### src/rtl/css_pkg.sv
// Shared types and helpers for the clock source selector.
// Assumes: nothing beyond IEEE 1800-2017 elaboration.
package css_pkg;

    typedef enum logic [1:0] {
        CSS_OFF    = 2'd0,
        CSS_DETECT = 2'd1,
        CSS_WAKE   = 2'd2,
        CSS_RUN    = 2'd3
    } css_state_t;

    // Largest of three cycle counts, used to size the wake timer.
    function automatic int unsigned css_max3(input int unsigned a,
                                             input int unsigned b,
                                             input int unsigned c);
        int unsigned m;
        m = (a > b) ? a : b;
        return (m > c) ? m : c;
    endfunction

endpackage

### src/rtl/css_sync.sv
// Two-stage synchroniser for W independent single-bit asynchronous inputs.
// Assumes: each bit is a level or a slow clock, with no multi-bit coherence needed.
module css_sync #(
    parameter int unsigned    W       = 1,
    parameter logic [W-1:0]   RST_VAL = '0
) (
    input  logic          clk,
    input  logic          rst_n,
    input  logic [W-1:0]  d,
    output logic [W-1:0]  q
);

    logic [W-1:0] meta_q;

    // Shift the asynchronous inputs through two flops.
    always_ff @(posedge clk) begin
        if (!rst_n) begin
            meta_q <= RST_VAL;
            q      <= RST_VAL;
        end else begin
            meta_q <= d;
            q      <= meta_q;
        end
    end

endmodule

### src/rtl/css_edge_meter.sv
// Counts rising edges of a synchronised signal across a window of WIN_CYC
// cycles that starts when 'active' rises. Reports 'done' in the last window
// cycle and 'found' once at least EDGE_THR edges were seen.
// Assumes: the input toggles slower than half the reference clock.
module css_edge_meter #(
    parameter int unsigned WIN_CYC  = 4096,
    parameter int unsigned EDGE_THR = 250
) (
    input  logic clk,
    input  logic rst_n,
    input  logic active,
    input  logic sig,
    output logic done,
    output logic found
);

    localparam int unsigned WW = (WIN_CYC > 1) ? $clog2(WIN_CYC) : 1;
    localparam int unsigned EW = $clog2(EDGE_THR + 1);

    logic          sig_d;
    logic          rise;
    logic [WW-1:0] win_q;
    logic [EW-1:0] edges_q;

    assign rise = sig & ~sig_d;

    // Delay the signal by one cycle for edge detection.
    always_ff @(posedge clk) begin
        if (!rst_n) sig_d <= 1'b0;
        else        sig_d <= sig;
    end

    // Step the window position and count edges, saturating at the threshold.
    always_ff @(posedge clk) begin
        if (!rst_n || !active) begin
            win_q   <= '0;
            edges_q <= '0;
        end else begin
            win_q <= win_q + 1'b1;
            if (rise && edges_q != EW'(EDGE_THR))
                edges_q <= edges_q + 1'b1;
        end
    end

    assign done  = active && (win_q == WW'(WIN_CYC - 1));
    assign found = (edges_q == EW'(EDGE_THR));

endmodule

### src/rtl/css_pd_filter.sv
// Qualifies the synchronised power-down pin. It asserts 'pd_act' only after
// the pin has stayed low for PD_MIN_CYC consecutive cycles, and holds it
// while the pin stays low.
// Assumes: pin_s is already synchronised; 1 = run, 0 = power-down request.
module css_pd_filter #(
    parameter int unsigned PD_MIN_CYC = 128
) (
    input  logic clk,
    input  logic rst_n,
    input  logic pin_s,
    output logic pd_act
);

    localparam int unsigned CW = $clog2(PD_MIN_CYC + 1);

    logic [CW-1:0] low_q;

    // Count consecutive low cycles, saturating at the minimum pulse length.
    always_ff @(posedge clk) begin
        if (!rst_n || pin_s)
            low_q <= '0;
        else if (low_q != CW'(PD_MIN_CYC))
            low_q <= low_q + 1'b1;
    end

    assign pd_act = (low_q == CW'(PD_MIN_CYC));

endmodule

### src/rtl/css_wake_timer.sv
// Loadable down-counter used for the source-specific wake-up delay.
// 'zero' is high when the count has expired.
// Assumes: the load value is the delay minus one.
module css_wake_timer #(
    parameter int unsigned DW = 8
) (
    input  logic          clk,
    input  logic          rst_n,
    input  logic          load,
    input  logic [DW-1:0] load_val,
    output logic          zero
);

    logic [DW-1:0] cnt_q;

    // Load on request, otherwise count down to zero and stop.
    always_ff @(posedge clk) begin
        if (!rst_n)
            cnt_q <= '0;
        else if (load)
            cnt_q <= load_val;
        else if (cnt_q != '0)
            cnt_q <= cnt_q - 1'b1;
    end

    assign zero = (cnt_q == '0);

endmodule

### src/rtl/clk_src_sel.sv
// Top of the clock source selector. After reset or a valid power-down it
// measures the external clock pin against the reference clock. It then picks
// the external source or the internal oscillator, waits for the delay that
// belongs to that source, and raises clk_ready. The decision is held until
// the next valid power-down.
// Assumes: clk is the internal-oscillator reference, running whenever the block
// needs it, and xtal_fitted is a static strap.
module clk_src_sel #(
    parameter int unsigned WIN_CYC      = 4096,
    parameter int unsigned EDGE_THR     = 250,
    parameter int unsigned PD_MIN_CYC   = 128,
    parameter int unsigned DLY_EXT_CYC  = 1,
    parameter int unsigned DLY_INT_CYC  = 39,
    parameter int unsigned DLY_XTAL_CYC = 27525
) (
    input  logic clk,
    input  logic rst_n,
    input  logic pwr_on_pin,
    input  logic ext_clk_pin,
    input  logic xtal_fitted,
    output logic use_ext_clk,
    output logic int_osc_en,
    output logic xtal_amp_en,
    output logic clk_ready
);

    import css_pkg::*;

    localparam int unsigned DLY_MAX = css_max3(DLY_EXT_CYC, DLY_INT_CYC, DLY_XTAL_CYC);
    localparam int unsigned DW      = (DLY_MAX > 1) ? $clog2(DLY_MAX) : 1;

    css_state_t    state_q, state_d;
    logic [1:0]    pins_s;
    logic          pwr_s, ext_s;
    logic          pd_act;
    logic          meter_done, meter_found;
    logic          tmr_zero;
    logic [DW-1:0] dly_val;
    logic          ext_sel_q;
    logic          selected;

    css_sync #(.W(2), .RST_VAL(2'b10)) u_sync (
        .clk   (clk),
        .rst_n (rst_n),
        .d     ({pwr_on_pin, ext_clk_pin}),
        .q     (pins_s)
    );
    assign pwr_s = pins_s[1];
    assign ext_s = pins_s[0];

    css_pd_filter #(.PD_MIN_CYC(PD_MIN_CYC)) u_pd (
        .clk    (clk),
        .rst_n  (rst_n),
        .pin_s  (pwr_s),
        .pd_act (pd_act)
    );

    css_edge_meter #(.WIN_CYC(WIN_CYC), .EDGE_THR(EDGE_THR)) u_meter (
        .clk    (clk),
        .rst_n  (rst_n),
        .active (state_q == CSS_DETECT),
        .sig    (ext_s),
        .done   (meter_done),
        .found  (meter_found)
    );

    // Pick the wake-up delay from the decision being taken.
    always_comb begin
        if (!meter_found)     dly_val = DW'(DLY_INT_CYC - 1);
        else if (xtal_fitted) dly_val = DW'(DLY_XTAL_CYC - 1);
        else                  dly_val = DW'(DLY_EXT_CYC - 1);
    end

    css_wake_timer #(.DW(DW)) u_tmr (
        .clk      (clk),
        .rst_n    (rst_n),
        .load     (meter_done),
        .load_val (dly_val),
        .zero     (tmr_zero)
    );

    // Next-state logic; a qualified power-down overrides every state.
    always_comb begin
        state_d = state_q;
        if (pd_act) begin
            state_d = CSS_OFF;
        end else begin
            case (state_q)
                CSS_OFF:    state_d = CSS_DETECT;
                CSS_DETECT: if (meter_done) state_d = CSS_WAKE;
                CSS_WAKE:   if (tmr_zero)   state_d = CSS_RUN;
                default:    state_d = CSS_RUN;
            endcase
        end
    end

    // State register; reset behaves as a fresh power-up into detection.
    always_ff @(posedge clk) begin
        if (!rst_n) state_q <= CSS_DETECT;
        else        state_q <= state_d;
    end

    // Latch the source decision at the end of the window, clear it on power-down.
    always_ff @(posedge clk) begin
        if (!rst_n || pd_act || state_q == CSS_OFF)
            ext_sel_q <= 1'b0;
        else if (meter_done)
            ext_sel_q <= meter_found;
    end

    assign selected    = (state_q == CSS_WAKE) || (state_q == CSS_RUN);
    assign use_ext_clk = ext_sel_q;
    assign clk_ready   = (state_q == CSS_RUN);
    assign int_osc_en  = (state_q == CSS_DETECT) || (selected && !ext_sel_q);
    assign xtal_amp_en = xtal_fitted &&
                         ((state_q == CSS_DETECT) || (selected && ext_sel_q));

endmodule

### config.mk
export PLATFORM = sky130hd
export DESIGN_NAME = clk_src_sel
export DESIGN_NICKNAME = d
export VERILOG_FILES = /design/src/rtl/css_pkg.sv /design/src/rtl/css_sync.sv /design/src/rtl/css_edge_meter.sv /design/src/rtl/css_pd_filter.sv /design/src/rtl/css_wake_timer.sv /design/src/rtl/clk_src_sel.sv
export SDC_FILE = /design/constraint.sdc
export NUM_CORES = 1
export LEC_CHECK = 0
export BUFFER_PORTS_ARGS = -buffer_cell sky130_fd_sc_hd__buf_2
export CAP_MARGIN = 20
export CORE_MARGIN = 8
export CORE_UTILIZATION = 24
export CTS_CLUSTER_DIAMETER = 120
export DETAILED_ROUTE_END_ITERATION = 12
export PLACE_DENSITY = 0.37
export SKIP_LAST_GASP = 1
export SLEW_MARGIN = 40
export SYNTH_ARGS = -nofsm -noshare
export SYNTH_HDL_FRONTEND = slang
export SYNTH_SLANG_ARGS = --single-unit
### constraint.sdc
create_clock -name clk -period 4.65 [get_ports clk]
set_clock_uncertainty 0.05 [all_clocks]
set_input_delay 1.1625 -clock clk [delete_from_list [all_inputs] [get_ports clk]]
set_output_delay 1.1625 -clock clk [all_outputs]
set_load 0.03 [all_outputs]
==> impl_results.html, run 1 <==
<table>
<tr><th>Metric</th><th>Value</th></tr>
<tr><th colspan="2">Outcome</th></tr>
<tr><td>Outcome</td><td>completed</td></tr>
<tr><th colspan="2">Clocking</th></tr>
<tr><td>TritonCTS Buffers</td><td>5</td></tr>
<tr><td>Post-CTS setup repair buffer count</td><td>0</td></tr>
<tr><td>Worst skew pair latency</td><td>300 ps</td></tr>
<tr><td>Number of H-tree levels</td><td>2</td></tr>
<tr><td>Cell at the root of the clock tree</td><td>clkbuf_8</td></tr>
<tr><td>TritonCTS clock tree</td><td>yes</td></tr>
<tr><td>Buffer levels on the longest clock path</td><td>2</td></tr>
<tr><td>Post-CTS Resized</td><td>0</td></tr>
<tr><td>Hold-fix buffers, CTS</td><td>0</td></tr>
<tr><td>CTS sink cnt</td><td>51</td></tr>
<tr><td>Clock slew at the register clock pins of the worst setup and hold paths</td><td>90 ps</td></tr>
<tr><th colspan="2">Min path</th></tr>
<tr><td>WHS Endpoint</td><td>u_sync.q[1]</td></tr>
<tr><td>Worst hold path startpoint</td><td>u_sync.meta_q[1]</td></tr>
<tr><td>Class of the tightest hold or removal check</td><td>register to register</td></tr>
<tr><td>Depth of the worst hold-timing path</td><td>1</td></tr>
<tr><th colspan="2">Synth</th></tr>
<tr><td>Top post-synthesis cells by area</td><td>dfxtp_1 45%, xor2_1 7.3%, nor2_1 6.9%, xnor2_1 4.6%, nand3_1 4.2%</td></tr>
<tr><td>Synth Flop Type</td><td>dfxtp_1</td></tr>
<tr><td>Number of synthesis warnings</td><td>0</td></tr>
<tr><td>Per-instance average area after synthesis</td><td>8.95 µm²</td></tr>
<tr><td>Post-synthesis register bit count</td><td>51</td></tr>
<tr><td>Post-synthesis instance total</td><td>254</td></tr>
<tr><td>Post-synthesis cell type with the largest combined area</td><td>dfxtp_1</td></tr>
<tr><td>Count of flip-flops with a built-in enable after synthesis</td><td>0</td></tr>
<tr><td>Synthesized net count</td><td>265</td></tr>
<tr><td>Summed instance area of the synthesized netlist</td><td>2270 µm²</td></tr>
<tr><td>Area share of the largest cell type after synthesis</td><td>44.9%</td></tr>
<tr><td>Number of distinct standard cells referenced by the synthesized netlist</td><td>36</td></tr>
<tr><td>Sequential cell area fraction in the yosys report</td><td>44.9%</td></tr>
<tr><td>Async SR Flop Fraction</td><td>0%</td></tr>
<tr><th colspan="2">Routing</th></tr>
<tr><td>Via total after detailed routing</td><td>1,678</td></tr>
<tr><td>Remaining DRCs</td><td>0</td></tr>
<tr><td>Aggregate routed wire length</td><td>4630 µm</td></tr>
<tr><td>Post-DRT Antenna Nets</td><td>0</td></tr>
<tr><td>Initial DRC count</td><td>43</td></tr>
<tr><td>Count of TritonRoute iterations in the first routing pass</td><td>4</td></tr>
<tr><td>Average wire length per cell after detail routing</td><td>12.3 µm</td></tr>
<tr><td>Vias per inst</td><td>4.46</td></tr>
<tr><th colspan="2">Timing</th></tr>
<tr><td>Number of setup violations in the final report</td><td>0</td></tr>
<tr><td>Worst Tran Pin Value</td><td>665 ps</td></tr>
<tr><td>Final count of hold timing violations</td><td>0</td></tr>
<tr><td>Number of slew-limit violations in the final report</td><td>0</td></tr>
<tr><td>Highest attainable clock frequency</td><td>342 MHz</td></tr>
<tr><td>Crit path time final</td><td>2930 ps</td></tr>
<tr><td>Max-slew headroom</td><td>55.5%</td></tr>
<tr><td>Final critical-path share of the clock period</td><td>62.9%</td></tr>
<tr><td>RSZ-0062 raised after global routing</td><td>false</td></tr>
<tr><td>Final TNS setup</td><td>0 ps</td></tr>
<tr><th colspan="2">GRT</th></tr>
<tr><td>Vias in the first global route</td><td>1,657</td></tr>
<tr><td>Total track usage</td><td>7.78%</td></tr>
<tr><td>Largest net degree at the start of global routing</td><td>20</td></tr>
<tr><td>Wire length of the first global-routing pass</td><td>8120 µm</td></tr>
<tr><td>Antenna violations before repair</td><td>0</td></tr>
<tr><td>Gr ovfl total</td><td>0</td></tr>
<tr><th colspan="2">Floorplan</th></tr>
<tr><td>Starting Density</td><td>24.7%</td></tr>
<tr><td>Area of the placeable core</td><td>9200 µm²</td></tr>
<tr><td>Total I/O pin count</td><td>9</td></tr>
<tr><td>Total Die Area</td><td>12,800 µm²</td></tr>
<tr><td>Vertical die dimension</td><td>113 µm</td></tr>
<tr><td>Num rows</td><td>35</td></tr>
<tr><td>Width of the die</td><td>113 µm</td></tr>
<tr><th colspan="2">Placed design</th></tr>
<tr><td>Port Buf Inserts</td><td>8</td></tr>
<tr><td>Cell count after placement</td><td>368</td></tr>
<tr><td>Detailed-placement wirelength estimate</td><td>3230 µm</td></tr>
<tr><td>RD Place Congestion</td><td>0.690</td></tr>
<tr><th colspan="2">Cells and area</th></tr>
<tr><td>Antenna diode count</td><td>0</td></tr>
<tr><td>Final instance count without filler cells</td><td>376</td></tr>
<tr><td>Ratio of cells with drive above 1 in the final layout</td><td>7.55%</td></tr>
<tr><td>Syn-to-layout area delta</td><td>11.5%</td></tr>
<tr><td>Number of nets at the end of the flow</td><td>275</td></tr>
<tr><th colspan="2">Pwr</th></tr>
<tr><td>Power, Total</td><td>0.00115 W</td></tr>
<tr><td>Total power divided by cell area</td><td>455 nW/µm²</td></tr>
<tr><td>Largest vdd supply drop</td><td>0.000133 V</td></tr>
<tr><td>Leakage power summed over all cells</td><td>0.938 nW</td></tr>
<tr><th colspan="2">Flow run</th></tr>
<tr><td># Max-Cap Violations</td><td>0</td></tr>
<tr><th colspan="2">Critical path</th></tr>
<tr><td>Worst R2R Start</td><td>u_tmr.cnt_q[0]</td></tr>
<tr><td>Crit path required time</td><td>3440 ps</td></tr>
<tr><td>Maximum fanout encountered on the critical timing path</td><td>4</td></tr>
<tr><td>Register-to-Register Path Depth</td><td>7</td></tr>
<tr><td>Flop-to-flop setup slack</td><td>2500 ps</td></tr>
<tr><td>CP startpoint kind</td><td>input pin</td></tr>
<tr><td>Setup Crit Path Kind</td><td>input pin to primary output</td></tr>
<tr><td>Kind of capture point of the worst setup path</td><td>primary output</td></tr>
<tr><td>Data arrival, critical path</td><td>1710 ps</td></tr>
<tr><td>Worst r2r dst</td><td>u_tmr.cnt_q[3]</td></tr>
</table>
## kinds of logic after synthesis
| kind of cell | after synthesis | share of synthesized area (%) |
|---|---|---|
| AO/OA/AOI/OAI | 24 | 6.22 |
| XOR/XNOR | 31 | 11.9 |
| AND/OR/NAND/NOR | 130 | 31.3 |
| buffers and inverters | 11 | 1.82 |
| adder cells (fa/ha/maj) | 6 | 3.30 |
| flip-flops | 51 | 44.9 |
| multiplexers | 1 | 0.441 |
## critical path, stage by stage
cell,delay [ps]
buf_2,110
a21boi_0,210
buf_2,230
## cells in the final DEF, fill, tap and decap left out, types with 2 or more instances in the layout
| cell | n |
|---|---|
| clkbuf_8 | 7 |
| nor2b_1 | 3 |
| nor3_1 | 5 |
| xor2_1 | 19 |
| nand4_1 | 7 |
| or3_1 | 4 |
| and3_1 | 8 |
| nor4_4 | 2 |
| nand2b_1 | 5 |
| xnor2_1 | 12 |
| o21ai_0 | 9 |
| nor3b_1 | 3 |
| nor2_1 | 42 |
| buf_2 | 8 |
| dfxtp_1 | 51 |
| and2_1 | 4 |
| nand2_1 | 16 |
| a21oi_1 | 7 |
| nor4_1 | 2 |
| nand3b_1 | 2 |
| nand3_1 | 19 |
| o21a_1 | 2 |
| ha_1 | 6 |
| inv_1 | 6 |
| a21boi_0 | 3 |
## final cells by class
class / count / area (µm²)
Clock buffer: 8 / 100
Timing Repair Buffer: 8 / 40.0
Inverter: 6 / 22.5
Fill cell: 1000 / 6660
Tap cell: 111 / 139
Sequential cell: 51 / 1020
Multi-Input combinational cell: 192 / 1210
## metrics by stage
step / area [µm²] / hold slack [ps] / setup slack [ps] / utilization, %
after floorplan: 2270 / 336 / 1560 / -
after global placement: 2430 / 349 / 1680 / 26.4
after detailed placement: 2430 / 348 / 1660 / 26.4
after CTS: 2530 / 375 / 1660 / 27.5
after global routing: 2530 / 390 / 1660 / 27.5
final: 2530 / 367 / 1720 / 27.5
## report_power, final
group          total (W)  leakage [nW]  switching [W]  internal, W
logic           0.000325         0.471       0.000171     0.000154
clock network   0.000284        0.0515       0.000148     0.000136
registers       0.000543         0.415      0.0000586     0.000484
total            0.00115         0.938       0.000377     0.000775
## worst max-delay path by stage
stage / start / end / slack, ps / depth (start not counted)
5_1_grt: xtal_fitted / xtal_amp_en / 1660 / 3
6_report: xtal_fitted / xtal_amp_en / 1720 / 3
3_5_place_dp: xtal_fitted / xtal_amp_en / 1660 / 3
2_1_floorplan: xtal_fitted / xtal_amp_en / 1560 / 1
3_3_place_gp: xtal_fitted / xtal_amp_en / 1680 / 3
4_1_cts: xtal_fitted / xtal_amp_en / 1660 / 3
## sequential cells by signal, summed over array words and instances, names as in the netlist
signal	cells
u_meter.sig_d	1
u_sync.meta_q	2
use_ext_clk	1
u_meter.win_q	12
u_meter.edges_q	8
u_tmr.cnt_q	15
state_q	2
u_sync.q	2
u_pd.low_q	8
## per-layer routing
| metal | wire length [µm] | track usage (%) | share of wire [%] | up-vias |
|---|---|---|---|---|
| met5 | 0 | 0 | 0 | - |
| met4 | 53 | 2.40 | 1.1 | 0 |
| met3 | 115 | 2.34 | 2.5 | 4 |
| met2 | 2030 | 12.0 | 44 | 10 |
| met1 | 2420 | 10.1 | 52 | 775 |
| li1 | - | - | - | 889 |
## synth_stat cells (2+ instances only)
| master | number |
|---|---|
| a21boi_0 | 3 |
| a21oi_1 | 7 |
| and2_1 | 4 |
| and3_1 | 8 |
| clkbuf_1 | 5 |
| dfxtp_1 | 51 |
| ha_1 | 6 |
| inv_1 | 6 |
| nand2_1 | 16 |
| nand2b_1 | 5 |
| nand3_1 | 19 |
| nand3b_1 | 2 |
| nand4_1 | 7 |
| nor2_1 | 42 |
| nor2b_1 | 3 |
| nor3_1 | 5 |
| nor3b_1 | 3 |
| nor4_1 | 2 |
| nor4_4 | 2 |
| o21a_1 | 2 |
| o21ai_0 | 9 |
| or3_1 | 4 |
| xnor2_1 | 12 |
| xor2_1 | 19 |
Power figures use the tool's default switching activity.
==> run 2, diff against run 1 <==
--- a/config.mk
+++ b/config.mk
@@ -11,7 +11,7 @@
 export CORE_UTILIZATION = 24
 export CTS_CLUSTER_DIAMETER = 120
 export DETAILED_ROUTE_END_ITERATION = 12
-export PLACE_DENSITY = 0.37
+export PLACE_DENSITY = 0.38
 export SKIP_LAST_GASP = 1
 export SLEW_MARGIN = 40
 export SYNTH_ARGS = -nofsm -noshare
==> constraint.sdc (replaced) <==
create_clock -name clk -period 2.4 [get_ports clk]
set_clock_uncertainty 0.05 [all_clocks]
set_input_delay 0.6 -clock clk [delete_from_list [all_inputs] [get_ports clk]]
set_output_delay 0.6 -clock clk [all_outputs]
set_load 0.03 [all_outputs]
==> run 2 against run 1 <==
  * Register-to-register slack got worse by 2200 ps
  * Largest power group unchanged
  * Sequential cell count is the same
  * Non-clock buffer count up 3
  * Highest routed layer unchanged
  * Critical endpoint is now u_pd.low_q[6]
==> impl_results.html, run 2 (same netlist as run 1, synthesis figures left out) <==
<table>
<tr><th>Metric</th><th>Value</th></tr>
<tr><th colspan="2">Critical path</th></tr>
<tr><td>Maximum fanout encountered on the critical timing path</td><td>5</td></tr>
<tr><td>Cell chain of the critical path</td><td>inv_1 &gt; ha_1 &gt; or4b_2 &gt; nor4b_4 &gt; or2_1 &gt; nor2_1</td></tr>
<tr><td>Slowest-stage cell, CP</td><td>or4b_2</td></tr>
<tr><td>Worst R2R Start</td><td>u_pd.low_q[0]</td></tr>
<tr><td>Register-to-Register Path Depth</td><td>6</td></tr>
<tr><td>Worst r2r dst</td><td>u_pd.low_q[6]</td></tr>
<tr><td>Dominant delay contributor by cell family on the critical path</td><td>simple AND/OR/NAND/NOR gates</td></tr>
<tr><td>Longest individual stage delay on the worst path</td><td>620 ps</td></tr>
<tr><td>Data arrival, critical path</td><td>2230 ps</td></tr>
<tr><td>Kind of capture point of the worst setup path</td><td>register</td></tr>
<tr><td>CP startpoint kind</td><td>register</td></tr>
<tr><td>Flop-to-flop setup slack</td><td>310 ps</td></tr>
<tr><td>Setup Crit Path Kind</td><td>register to register</td></tr>
<tr><td>Crit path required time</td><td>2540 ps</td></tr>
<tr><td>Worst Path Buf+Inv</td><td>1</td></tr>
<tr><th colspan="2">Routing</th></tr>
<tr><td>Average wire length per cell after detail routing</td><td>12.2 µm</td></tr>
<tr><td>Vias per inst</td><td>4.41</td></tr>
<tr><td>Count of TritonRoute iterations in the first routing pass</td><td>4</td></tr>
<tr><td>Remaining DRCs</td><td>0</td></tr>
<tr><td>Via total after detailed routing</td><td>1,670</td></tr>
<tr><td>Initial DRC count</td><td>104</td></tr>
<tr><td>Aggregate routed wire length</td><td>4620 µm</td></tr>
<tr><td>Post-DRT Antenna Nets</td><td>0</td></tr>
<tr><th colspan="2">Pwr</th></tr>
<tr><td>Largest vdd supply drop</td><td>0.000326 V</td></tr>
<tr><td>Comb power frac</td><td>29.6%</td></tr>
<tr><td>Total power divided by cell area</td><td>884 nW/µm²</td></tr>
<tr><td>Switching share of power</td><td>32.7%</td></tr>
<tr><td>Portion of total power attributed to the clock network</td><td>24.0%</td></tr>
<tr><td>Fraction of power consumed by sequential logic</td><td>46.4%</td></tr>
<tr><td>Leakage power summed over all cells</td><td>0.952 nW</td></tr>
<tr><td>Net Switching</td><td>0.000738 W</td></tr>
<tr><td>Internal power component</td><td>0.00152 W</td></tr>
<tr><th colspan="2">GRT</th></tr>
<tr><td>Largest net degree at the start of global routing</td><td>20</td></tr>
<tr><td>Gr ovfl total</td><td>0</td></tr>
<tr><td>Vias in the first global route</td><td>1,651</td></tr>
<tr><td>Antenna violations before repair</td><td>0</td></tr>
<tr><td>Total track usage</td><td>7.67%</td></tr>
<tr><td>Wire length of the first global-routing pass</td><td>8020 µm</td></tr>
<tr><th colspan="2">Min path</th></tr>
<tr><td>Depth of the worst hold-timing path</td><td>1</td></tr>
<tr><td>Class of the tightest hold or removal check</td><td>register to register</td></tr>
<tr><td>WHS Endpoint</td><td>u_sync.q[1]</td></tr>
<tr><td>Worst hold path startpoint</td><td>u_sync.meta_q[1]</td></tr>
<tr><th colspan="2">Placed design</th></tr>
<tr><td>Placement-stage worst setup slack</td><td>336 ps</td></tr>
<tr><td>Port Buf Inserts</td><td>8</td></tr>
<tr><td>Detailed-placement wirelength estimate</td><td>3370 µm</td></tr>
<tr><td>RD Place Congestion</td><td>0.724</td></tr>
<tr><td>Cell count after placement</td><td>371</td></tr>
<tr><th colspan="2">Cells and area</th></tr>
<tr><td>Final instance count without filler cells</td><td>379</td></tr>
<tr><td>Most used cells in the layout excluding fill and tap cells</td><td>51 x dfxtp_1, 42 x nor2_1, 19 x nand3_1, 19 x xor2_1, 16 x nand2_1</td></tr>
<tr><td>Most common cell after layout, fill and taps aside</td><td>dfxtp_1</td></tr>
<tr><td>Antenna diode count</td><td>0</td></tr>
<tr><td>Top register by number of flip-flops</td><td>u_tmr.cnt_q</td></tr>
<tr><td>Regs by FF count</td><td>u_tmr.cnt_q x15, u_meter.win_q x12</td></tr>
<tr><td>Syn-to-layout area delta</td><td>12.4%</td></tr>
<tr><td>Number of nets at the end of the flow</td><td>278</td></tr>
<tr><td>Max reg flops</td><td>15</td></tr>
<tr><td>Ratio of cells with drive above 1 in the final layout</td><td>8.58%</td></tr>
<tr><th colspan="2">Timing</th></tr>
<tr><td>Hold Worst Slack</td><td>365 ps</td></tr>
<tr><td>Number of setup violations in the final report</td><td>0</td></tr>
<tr><td>Final WS setup</td><td>309 ps</td></tr>
<tr><td>Final TNS setup</td><td>0 ps</td></tr>
<tr><td>Worst Tran Pin Value</td><td>696 ps</td></tr>
<tr><td>Highest attainable clock frequency</td><td>478 MHz</td></tr>
<tr><td>Crit path time final</td><td>2090 ps</td></tr>
<tr><td>Max-slew headroom</td><td>53.5%</td></tr>
<tr><td>Final critical-path share of the clock period</td><td>87.1%</td></tr>
<tr><td>Final count of hold timing violations</td><td>0</td></tr>
<tr><td>Number of slew-limit violations in the final report</td><td>0</td></tr>
<tr><td>RSZ-0062 raised after global routing</td><td>false</td></tr>
<tr><th colspan="2">Outcome</th></tr>
<tr><td>Outcome</td><td>completed</td></tr>
<tr><th colspan="2">Floorplan</th></tr>
<tr><td>Area of the placeable core</td><td>9200 µm²</td></tr>
<tr><td>Total Die Area</td><td>12,800 µm²</td></tr>
<tr><td>Total I/O pin count</td><td>9</td></tr>
<tr><td>Starting Density</td><td>24.7%</td></tr>
<tr><td>Width of the die</td><td>113 µm</td></tr>
<tr><td>Vertical die dimension</td><td>113 µm</td></tr>
<tr><td>Num rows</td><td>35</td></tr>
<tr><th colspan="2">Clocking</th></tr>
<tr><td>TritonCTS Buffers</td><td>5</td></tr>
<tr><td>Post-CTS setup repair buffer count</td><td>0</td></tr>
<tr><td>Cell at the root of the clock tree</td><td>clkbuf_8</td></tr>
<tr><td>Buffer levels on the longest clock path</td><td>2</td></tr>
<tr><td>CTS sink cnt</td><td>51</td></tr>
<tr><td>Post-CTS Resized</td><td>0</td></tr>
<tr><td>Worst skew pair latency</td><td>300 ps</td></tr>
<tr><td>Clock slew at the register clock pins of the worst setup and hold paths</td><td>90 ps</td></tr>
<tr><td>Number of H-tree levels</td><td>2</td></tr>
<tr><td>TritonCTS clock tree</td><td>yes</td></tr>
<tr><td>Hold-fix buffers, CTS</td><td>0</td></tr>
<tr><th colspan="2">Flow run</th></tr>
<tr><td># Max-Cap Violations</td><td>0</td></tr>
</table>
[run 2: cell count changes in the layout (fill, tap and decap cells not counted), sizes merged]
cell and delta:
buf +3
[run 2: worst max-delay path by stage]
stage	startpoint	end	slack [ps]	cells past startpoint
4_1_cts	u_pd.low_q[0]	u_pd.low_q[6]	320	6
5_1_grt	u_pd.low_q[0]	u_pd.low_q[2]	160	6
6_report	u_pd.low_q[0]	u_pd.low_q[6]	310	6
2_1_floorplan	use_ext_clk	xtal_amp_en	430	2
3_5_place_dp	u_pd.low_q[0]	u_pd.low_q[4]	340	6
3_3_place_gp	u_pd.low_q[0]	u_pd.low_q[2]	380	6
[run 2: worst reg2reg max path: stages (launching register included)]
cell and delay, ps:
dfxtp_1 350, inv_1 100, ha_1 140, or4b_2 620, nor4b_4 380, or2_1 280, nor2_1 80
[run 2: stage by stage]
step / utilization (%) / power, W / area [µm²]
floorplan: - / 0.00158 / 2270
global placement: 26.7 / 0.00175 / 2450
detailed placement: 26.7 / 0.00174 / 2450
CTS: 27.8 / 0.00229 / 2550
global route: 27.8 / 0.00243 / 2550
finish: 27.8 / 0.00226 / 2550
[run 2: area by class of cell]
type	instances	area [µm²]
Fill cell	1016	6640
Multi-Input combinational cell	192	1210
Sequential cell	51	1020
Tap cell	111	139
Clock buffer	8	100
Timing Repair Buffer	11	62.6
Inverter	6	22.5
[run 2: routing by layer]
metal,vias to the layer above,wire (µm),global-route usage (%)
met4,0,78,3.20
met1,766,2400,9.73
met5,-,0,0
met2,9,2050,12.2
met3,6,93,1.81
li1,889,-,-
[run 2: power groups by stage]
| stage | logic, W | registers, W | clock network, W |
|---|---|---|---|
| finish | 0.000668 | 0.00105 | 0.000542 |
| global route | 0.000760 | 0.00107 | 0.000607 |
| CTS | 0.000673 | 0.00105 | 0.000571 |
| detailed placement | 0.000667 | 0.00107 | 0 |
| global placement | 0.000679 | 0.00107 | 0 |
| floorplan | 0.000538 | 0.00104 | 0 |
==> run 3, diff against run 2 <==
--- a/config.mk
+++ b/config.mk
@@ -9,6 +9,7 @@
 export CAP_MARGIN = 20
 export CORE_MARGIN = 8
 export CORE_UTILIZATION = 24
+export CTS_BUF_LIST = sky130_fd_sc_hd__clkbuf_8 sky130_fd_sc_hd__clkbuf_16
 export CTS_CLUSTER_DIAMETER = 120
 export DETAILED_ROUTE_END_ITERATION = 12
 export PLACE_DENSITY = 0.38
==> run 3 against run 2 <==
  * Clock power decreased by 0.7%
  * Critical path depth is the same
  * Register-to-register slack is essentially flat
  * Design area unchanged
==> impl_results.html, run 3 (same netlist as run 1, synthesis figures left out) <==
<table>
<tr><th>Metric</th><th>Value</th></tr>
<tr><th colspan="2">Outcome</th></tr>
<tr><td>Outcome</td><td>completed</td></tr>
<tr><th colspan="2">Cells and area</th></tr>
<tr><td>Antenna diode count</td><td>0</td></tr>
<tr><td>Top register by number of flip-flops</td><td>u_tmr.cnt_q</td></tr>
<tr><td>Max reg flops</td><td>15</td></tr>
<tr><td>Number of nets at the end of the flow</td><td>278</td></tr>
<tr><td>Most common cell after layout, fill and taps aside</td><td>dfxtp_1</td></tr>
<tr><td>Post-layout instance area</td><td>2550 µm²</td></tr>
<tr><td>Regs by FF count</td><td>u_tmr.cnt_q x15, u_meter.win_q x12</td></tr>
<tr><td>Syn-to-layout area delta</td><td>12.4%</td></tr>
<tr><td>Ratio of cells with drive above 1 in the final layout</td><td>8.58%</td></tr>
<tr><td>Most used cells in the layout excluding fill and tap cells</td><td>51 x dfxtp_1, 42 x nor2_1, 19 x nand3_1, 19 x xor2_1, 16 x nand2_1</td></tr>
<tr><th colspan="2">Pwr</th></tr>
<tr><td>Leakage power summed over all cells</td><td>0.956 nW</td></tr>
<tr><td>Internal power component</td><td>0.00152 W</td></tr>
<tr><td>Portion of total power attributed to the clock network</td><td>23.9%</td></tr>
<tr><td>Largest vdd supply drop</td><td>0.000322 V</td></tr>
<tr><td>Net Switching</td><td>0.000738 W</td></tr>
<tr><td>Switching share of power</td><td>32.7%</td></tr>
<tr><td>Comb power frac</td><td>29.6%</td></tr>
<tr><td>Fraction of power consumed by sequential logic</td><td>46.5%</td></tr>
<tr><td>Total power divided by cell area</td><td>883 nW/µm²</td></tr>
<tr><th colspan="2">Min path</th></tr>
<tr><td>Depth of the worst hold-timing path</td><td>1</td></tr>
<tr><td>WHS Endpoint</td><td>u_sync.q[1]</td></tr>
<tr><td>Worst hold path startpoint</td><td>u_sync.meta_q[1]</td></tr>
<tr><td>Class of the tightest hold or removal check</td><td>register to register</td></tr>
<tr><th colspan="2">Timing</th></tr>
<tr><td>Final count of hold timing violations</td><td>0</td></tr>
<tr><td>Number of slew-limit violations in the final report</td><td>0</td></tr>
<tr><td>Final WS setup</td><td>309 ps</td></tr>
<tr><td>Hold Worst Slack</td><td>365 ps</td></tr>
<tr><td>Worst Tran Pin Value</td><td>696 ps</td></tr>
<tr><td>Final critical-path share of the clock period</td><td>87.1%</td></tr>
<tr><td>Final TNS setup</td><td>0 ps</td></tr>
<tr><td>Crit path time final</td><td>2090 ps</td></tr>
<tr><td>Highest attainable clock frequency</td><td>478 MHz</td></tr>
<tr><td>Max-slew headroom</td><td>53.5%</td></tr>
<tr><td>RSZ-0062 raised after global routing</td><td>false</td></tr>
<tr><td>Number of setup violations in the final report</td><td>0</td></tr>
<tr><th colspan="2">Critical path</th></tr>
<tr><td>Register-to-Register Path Depth</td><td>6</td></tr>
<tr><td>Maximum fanout encountered on the critical timing path</td><td>5</td></tr>
<tr><td>Data arrival, critical path</td><td>2230 ps</td></tr>
<tr><td>Kind of capture point of the worst setup path</td><td>register</td></tr>
<tr><td>Worst R2R Start</td><td>u_pd.low_q[0]</td></tr>
<tr><td>Flop-to-flop setup slack</td><td>310 ps</td></tr>
<tr><td>Worst r2r dst</td><td>u_pd.low_q[6]</td></tr>
<tr><td>CP startpoint kind</td><td>register</td></tr>
<tr><td>Setup Crit Path Kind</td><td>register to register</td></tr>
<tr><td>Crit path required time</td><td>2540 ps</td></tr>
<tr><th colspan="2">Floorplan</th></tr>
<tr><td>Area of the placeable core</td><td>9200 µm²</td></tr>
<tr><td>Num rows</td><td>35</td></tr>
<tr><td>Vertical die dimension</td><td>113 µm</td></tr>
<tr><td>Starting Density</td><td>24.7%</td></tr>
<tr><td>Total I/O pin count</td><td>9</td></tr>
<tr><td>Width of the die</td><td>113 µm</td></tr>
<tr><td>Total Die Area</td><td>12,800 µm²</td></tr>
<tr><th colspan="2">GRT</th></tr>
<tr><td>Antenna violations before repair</td><td>0</td></tr>
<tr><td>Largest net degree at the start of global routing</td><td>20</td></tr>
<tr><td>Total track usage</td><td>7.67%</td></tr>
<tr><td>Wire length of the first global-routing pass</td><td>8020 µm</td></tr>
<tr><td>Gr ovfl total</td><td>0</td></tr>
<tr><td>Vias in the first global route</td><td>1,651</td></tr>
<tr><th colspan="2">Routing</th></tr>
<tr><td>Count of TritonRoute iterations in the first routing pass</td><td>4</td></tr>
<tr><td>Vias per inst</td><td>4.41</td></tr>
<tr><td>Average wire length per cell after detail routing</td><td>12.2 µm</td></tr>
<tr><td>Aggregate routed wire length</td><td>4620 µm</td></tr>
<tr><td>Post-DRT Antenna Nets</td><td>0</td></tr>
<tr><td>Via total after detailed routing</td><td>1,670</td></tr>
<tr><td>Remaining DRCs</td><td>0</td></tr>
<tr><td>Initial DRC count</td><td>104</td></tr>
<tr><th colspan="2">Placed design</th></tr>
<tr><td>Instance area at placement</td><td>2450 µm²</td></tr>
<tr><td>Detailed-placement wirelength estimate</td><td>3370 µm</td></tr>
<tr><td>Port Buf Inserts</td><td>8</td></tr>
<tr><td>RD Place Congestion</td><td>0.724</td></tr>
<tr><td>Placement-stage worst setup slack</td><td>336 ps</td></tr>
<tr><th colspan="2">Clocking</th></tr>
<tr><td>Clock slew at the register clock pins of the worst setup and hold paths</td><td>90 ps</td></tr>
<tr><td>CTS sink cnt</td><td>51</td></tr>
<tr><td>Post-CTS setup repair buffer count</td><td>0</td></tr>
<tr><td>TritonCTS clock tree</td><td>yes</td></tr>
<tr><td>Cell at the root of the clock tree</td><td>clkbuf_8</td></tr>
<tr><td>Hold-fix buffers, CTS</td><td>0</td></tr>
<tr><td>Worst skew pair latency</td><td>300 ps</td></tr>
<tr><td>Buffer levels on the longest clock path</td><td>2</td></tr>
<tr><td>Number of H-tree levels</td><td>2</td></tr>
<tr><td>Post-CTS Resized</td><td>0</td></tr>
<tr><td>TritonCTS Buffers</td><td>5</td></tr>
<tr><th colspan="2">Flow run</th></tr>
<tr><td># Max-Cap Violations</td><td>0</td></tr>
</table>
## run 3: cell types whose count changed in the layout (fill, tap and decap cells not counted)
cell	previous run	this run
inv_1	6	7
clkbuf_1	1	0
## run 3: layout make-up
type	instances	area, µm²
fill	1016	6640
multi-input combinational	192	1210
sequential	51	1020
tap	111	139
clock buffer	7	96.3
timing repair buffer	11	62.6
inverter	6	22.5
clock inverter	1	3.75
## run 3: stage by stage
stage / total power (W) / util [%] / cells
2_1_floorplan: 0.00158 / - / 254
3_3_place_gp: 0.00175 / 26.7 / 371
3_5_place_dp: 0.00174 / 26.7 / 371
4_1_cts: 0.00229 / 27.8 / 379
5_1_grt: 0.00243 / 27.8 / 379
6_report: 0.00226 / 27.8 / 379
## run 3: power groups by stage
stage	Sequential, W	Combinational, W	Clock, W
2_1_floorplan	0.00104	0.000538	0
3_3_place_gp	0.00107	0.000679	0
3_5_place_dp	0.00107	0.000667	0
4_1_cts	0.00105	0.000673	0.000567
5_1_grt	0.00107	0.000760	0.000603
6_report	0.00105	0.000668	0.000538
## run 3: metal layers
layer	part of all wire [%]	GRT usage, %
met4	1.7	3.20
met2	44	12.2
met5	0	0
met3	2.0	1.81
met1	52	9.73
## run 3: worst max-delay path by stage
stage / startpoint / to / slack (ps) / cells past startpoint
after floorplan: use_ext_clk / xtal_amp_en / 430 / 2
after global routing: u_pd.low_q[0] / u_pd.low_q[2] / 160 / 6
final: u_pd.low_q[0] / u_pd.low_q[6] / 310 / 6
after global placement: u_pd.low_q[0] / u_pd.low_q[2] / 380 / 6
after detailed placement: u_pd.low_q[0] / u_pd.low_q[4] / 340 / 6
after CTS: u_pd.low_q[0] / u_pd.low_q[6] / 320 / 6
## run 3: worst max-delay path: stages, from the launching register on
cell and delay (ps):
dfxtp_1 350, inv_1 100, ha_1 140, or4b_2 620, nor4b_4 380, or2_1 280, nor2_1 80
